File: src/rtl/limit_irq_status.sv
`timescale 1ns/1ps
module limit_irq_status #(
  parameter int DW   = 8,
  parameter int AW   = 3,
  parameter int NFAN = 4,
  parameter int NSNS = 2
)(
  input  logic            clk,
  input  logic            rst,
  input  logic            lock_i,
  input  logic [DW-1:0]   volt_i,
  input  logic [DW-1:0]   temp_i,
  input  logic [NFAN-1:0] fan_fault_i,
  input  logic [NFAN-1:0] pwm_on_i,
  input  logic [NSNS-1:0] sns_fault_i,
  input  logic            rd_en_i,
  input  logic            wr_en_i,
  input  logic [AW-1:0]   addr_i,
  input  logic [DW-1:0]   wdata_i,
  output logic [DW-1:0]   rdata_o,
  output logic            alert_o
);
  localparam int SW = 2 + NFAN + NSNS;
  localparam logic [AW-1:0] A_STAT = AW'(0);
  localparam logic [AW-1:0] A_MASK = AW'(1);
  localparam logic [AW-1:0] A_VLO  = AW'(2);
  localparam logic [AW-1:0] A_VHI  = AW'(3);
  localparam logic [AW-1:0] A_OTL  = AW'(4);
  localparam logic [AW-1:0] A_HYS  = AW'(5);

  logic [SW-1:0] stat_q, mask_q, cond, keep;
  logic [DW-1:0] vlo_q, vhi_q, otl_q, hys_q, rd_mux;
  logic          clr, volt_bad, ot_bad, ot_hold;

  assign volt_bad = (volt_i > vhi_q) || (volt_i <= vlo_q);
  assign ot_bad   = temp_i > otl_q;
  assign ot_hold  = ((DW+1)'(temp_i) + (DW+1)'(hys_q)) >= (DW+1)'(otl_q);
  assign cond     = {sns_fault_i, fan_fault_i & pwm_on_i, ot_bad,  volt_bad};
  assign keep     = {sns_fault_i, fan_fault_i & pwm_on_i, ot_hold, volt_bad};
  assign clr      = rd_en_i && (addr_i == A_STAT);
  assign alert_o  = |(stat_q & ~mask_q);

  always_ff @(posedge clk) begin
    if (rst) stat_q <= '0;
    else     stat_q <= (clr ? (stat_q & keep) : stat_q) | cond;
  end

  always_ff @(posedge clk) begin
    if (rst) begin
      mask_q <= '0;
      vlo_q  <= '0;
      vhi_q  <= '1;
      otl_q  <= '1;
      hys_q  <= '0;
    end else if (wr_en_i) begin
      case (addr_i)
        A_MASK: if (!lock_i) mask_q <= SW'(wdata_i);
        A_VLO:  vlo_q <= wdata_i;
        A_VHI:  vhi_q <= wdata_i;
        A_OTL:  otl_q <= wdata_i;
        A_HYS:  if (!lock_i) hys_q <= wdata_i;
        default: ;
      endcase
    end
  end

  always_comb begin
    case (addr_i)
      A_STAT:  rd_mux = DW'(stat_q);
      A_MASK:  rd_mux = DW'(mask_q);
      A_VLO:   rd_mux = vlo_q;
      A_VHI:   rd_mux = vhi_q;
      A_OTL:   rd_mux = otl_q;
      A_HYS:   rd_mux = hys_q;
      default: rd_mux = '0;
    endcase
  end

  always_ff @(posedge clk) begin
    if (rst)          rdata_o <= '0;
    else if (rd_en_i) rdata_o <= rd_mux;
  end
endmodule


File: config.mk
export PLATFORM = sky130hd
export DESIGN_NAME = limit_irq_status
export DESIGN_NICKNAME = d
export VERILOG_FILES = /design/src/rtl/limit_irq_status.sv
export SDC_FILE = /design/constraint.sdc
export NUM_CORES = 1
export LEC_CHECK = 0
export BUFFER_PORTS_ARGS = -buffer_cell sky130_fd_sc_hd__buf_2
export CAP_MARGIN = 0
export CORE_MARGIN = 2
export CORE_UTILIZATION = 25
export CTS_CLUSTER_DIAMETER = 150
export DETAILED_ROUTE_END_ITERATION = 7
export SLEW_MARGIN = 5
export SYNTH_ARGS = -nofsm -noshare
export SYNTH_HDL_FRONTEND = slang
export SYNTH_SLANG_ARGS = --single-unit
export TNS_END_PERCENT = 10
File: constraint.sdc
create_clock -name clk -period 5.8 [get_ports clk]
set_input_delay 0.29 -clock clk [delete_from_list [all_inputs] [get_ports clk]]
set_output_delay 0.29 -clock clk [all_outputs]
set_load 0.05 [all_outputs]
==> impl_metrics.ini <==
[setup_path]
path_max_fanout = 3
start_kind = register
crit_required_ps = 6020
end_kind = register
arrival_ps = 2980
crit_end = stat_q[1]
rrSetupSlack_ps = 3040
worstSetupPathType = register to register
rr_worst_depth = 12
r2r-start = hys_q[0]
r2r-end = stat_q[1]
worstSetupStartpoint = hys_q[0]

[synth]
synth_nets = 484
synth-warning-count = 0
ys_seq_area_share_pct = 32.2
async_reset_ff_share_pct = 0
synth-seq-cells = 56
synth_cell_types = 48
synth_ff_type = dfxtp_1
synth_area_mm2 = 0.00348
synth_edf_count = 0
syn_avg_cell_area_um2 = 8.68
synth_cells = 401

[cts]
cts_tree = yes
clk_path_buf_depth = 2
clk_pin_slew_ps = 70
clock-sinks = 56
clk-insertion-delay-late_ps = 290
clock-root-buffer = clkbuf_16
cts_resized = 0
numCtsBuffers = 5
htreeDepth = 2
hold_buffers = 0
post-cts-setup-buffers = 0

[global_routing]
use_met3_pct = 2.39
track_usage_pct = 13.1
met2_usage_pct = 22.6
overflow = 0
grt_pass1_wl_mm = 15.2
grt_max_degree = 40
busiest_layer = met2
grt_pass1_vias = 2979
antenna_found_initial = 0
grt_use_met1_pct = 16.5

[timing]
fmax_ghz = 0.362
finalSetupTns_ps = 0
relSlewSlack_pct = 49.7
rsz0062_at_grt = false
maxSlewViolCount = 0
finClkSkew_ps = 5.05
fin_ws_ps = 3040
finalSetupViolCount = 0
hold_viol_final = 0
worst_slew_pin_slew_ps = 755
min_period_ps = 2760
finalCritPeriodShare_pct = 47.6

[floorplan]
dieWidth_um = 122
io_pins = 51
dieArea_mm2 = 0.0149
die_h_um = 122
fp.coreArea_mm2 = 0.0137
initial_core_util_pct = 25.4
rows = 43

[place]
hpwl_mm = 7.56
place_ws_ps = 2990
gp_congestion = 0.864
numPortBuffers = 50

[power_and_ir_drop]
p_per_area_mw_per_mm2 = 215
peakVddDrop_v = 0.000131
p_leak_nw = 1.83

[routing]
drt_wl_total_mm = 9.68
detail_route.first_pass.iterations = 5
ant_nets = 0
wl_per_cell_um = 15.6
vias_per_cell = 4.88
drc = 0
num_vias = 3028
drtIter0Drc = 195

[min_path]
worstHoldStart = sns_fault_i[1]
hp-class = input pin to register

[finish]
fin_nets = 523
syn2layout_area_growth_pct = 15.9
diodes = 0
nFillCells = 1429
drive_gt1_share_pct = 15.6

[outcome]
outcome = complete, no violations

[flow_run]
drv_cap = 0
power by group:
group | switching (mW) | internal [mW]
registers | 0.0104 | 0.398
logic | 0.0938 | 0.0610
clock network | 0.135 | 0.171
worst max-delay path: stages, from the launching register on:
cell and delay [ps]:
dfxtp_1 370, ha_1 180, inv_1 50, fa_1 390, nand2b_1 180, a21o_1 210, a21oi_1 170, xnor2_1 90
ha_1 270, nand2_1 70, a2111oi_0 420, o41ai_1 150, a21oi_1 150
worst min path at each step:
stage | endpoint | slack (ps) | cells after the start
after floorplan | stat_q[6] | 410 | 2
after global placement | rdata_o[5] | 470 | 2
after detailed placement | rdata_o[1] | 490 | 1
after CTS | stat_q[7] | 220 | 3
after global routing | stat_q[6] | 210 | 3
final | stat_q[7] | 210 | 3
through the flow:
stage	area (um2)	hold slack [ps]	cells	utilization, %	total power [mW]
final	4030	214	621	29.4	0.869
after global routing	4030	214	621	29.4	0.908
after detailed placement	3880	491	613	28.3	0.571
after floorplan	3480	407	401	-	0.518
after global placement	3880	467	613	28.3	0.567
after CTS	4030	217	621	29.4	0.875
cells by family after synthesis:
| family | share of synthesized area [%] |
|---|---|
| xor gates and xnor gates | 1.26 |
| and+or+nand+nor | 13.8 |
| buffers and inverters | 7.12 |
| AOI/OAI and AO/OA | 18.3 |
| DFF | 32.2 |
| muxes | 12.4 |
| adders and majority gates | 15.0 |
registers in the layout, indices dropped and copies added (netlist names):
| register | cells |
|---|---|
| vlo_q | 8 |
| stat_q | 8 |
| rdata_o | 8 |
| hys_q | 8 |
| vhi_q | 8 |
| mask_q | 8 |
| otl_q | 8 |
layout by cell type (no fill, tap or decap), types with 2 or more instances in the layout:
master and instances:
o211ai_1 17, nand4_1 5, buf_4 2, nand3_1 4, a21oi_1 19, a21boi_0 2
o21ai_0 9, nor2b_1 7, a211o_1 2, a2bb2oi_1 3, nand2_1 27, ha_1 40
xnor2_1 5, and3_1 2, mux2i_1 34, nor2_1 48, buf_2 50, clkinv_2 2
dfxtp_1 56, a22oi_1 11, o22ai_1 4, nor3b_1 2, nand2b_1 4, a21o_1 3
a211oi_1 4, mux2_2 5, clkbuf_16 5, o41ai_1 2, inv_1 40, o221ai_1 8
cell type report:
| type | instances | area (um2) | area share, % |
|---|---|---|---|
| inverters | 41 | 154 | 3.82 |
| flip-flops and latches | 56 | 1120 | 27.8 |
| repair buffers | 52 | 265 | 6.58 |
| well taps | 180 | 225 | 5.58 |
| clock buffers | 6 | 139 | 3.44 |
| clock inverters | 2 | 10.0 | 0.248 |
| multi-input cells | 284 | 2120 | 52.5 |
Yosys cell counts (4+ instances only):
library cell  count  area [um2]
mux2i_1          34         340
inv_1            40         150
a21oi_1          19        95.1
ha_1             40         500
o22ai_1           4        25.0
xnor2_1           5        43.8
mux2_2            5        56.3
nor2b_1           7        43.8
nor2_1           48         180
dfxtp_1          56        1120
a22oi_1          11        82.6
nand3_1           4        20.0
nand2b_1          4        25.0
o21ai_0           9        45.0
nand2_1          27         101
o221ai_1          8        70.1
a211oi_1          4        30.0
clkbuf_1         14        52.6
nand4_1           5        31.3
o211ai_1         17         128
per-layer routing:
| layer | wire length [um] | vias up |
|---|---|---|
| met5 | 0 | - |
| met4 | 267 | 0 |
| met3 | 500 | 18 |
| met2 | 4690 | 86 |
| met1 | 4230 | 1424 |
| li1 | - | 1500 |
Note: power is estimated with default switching activity, not from simulation.
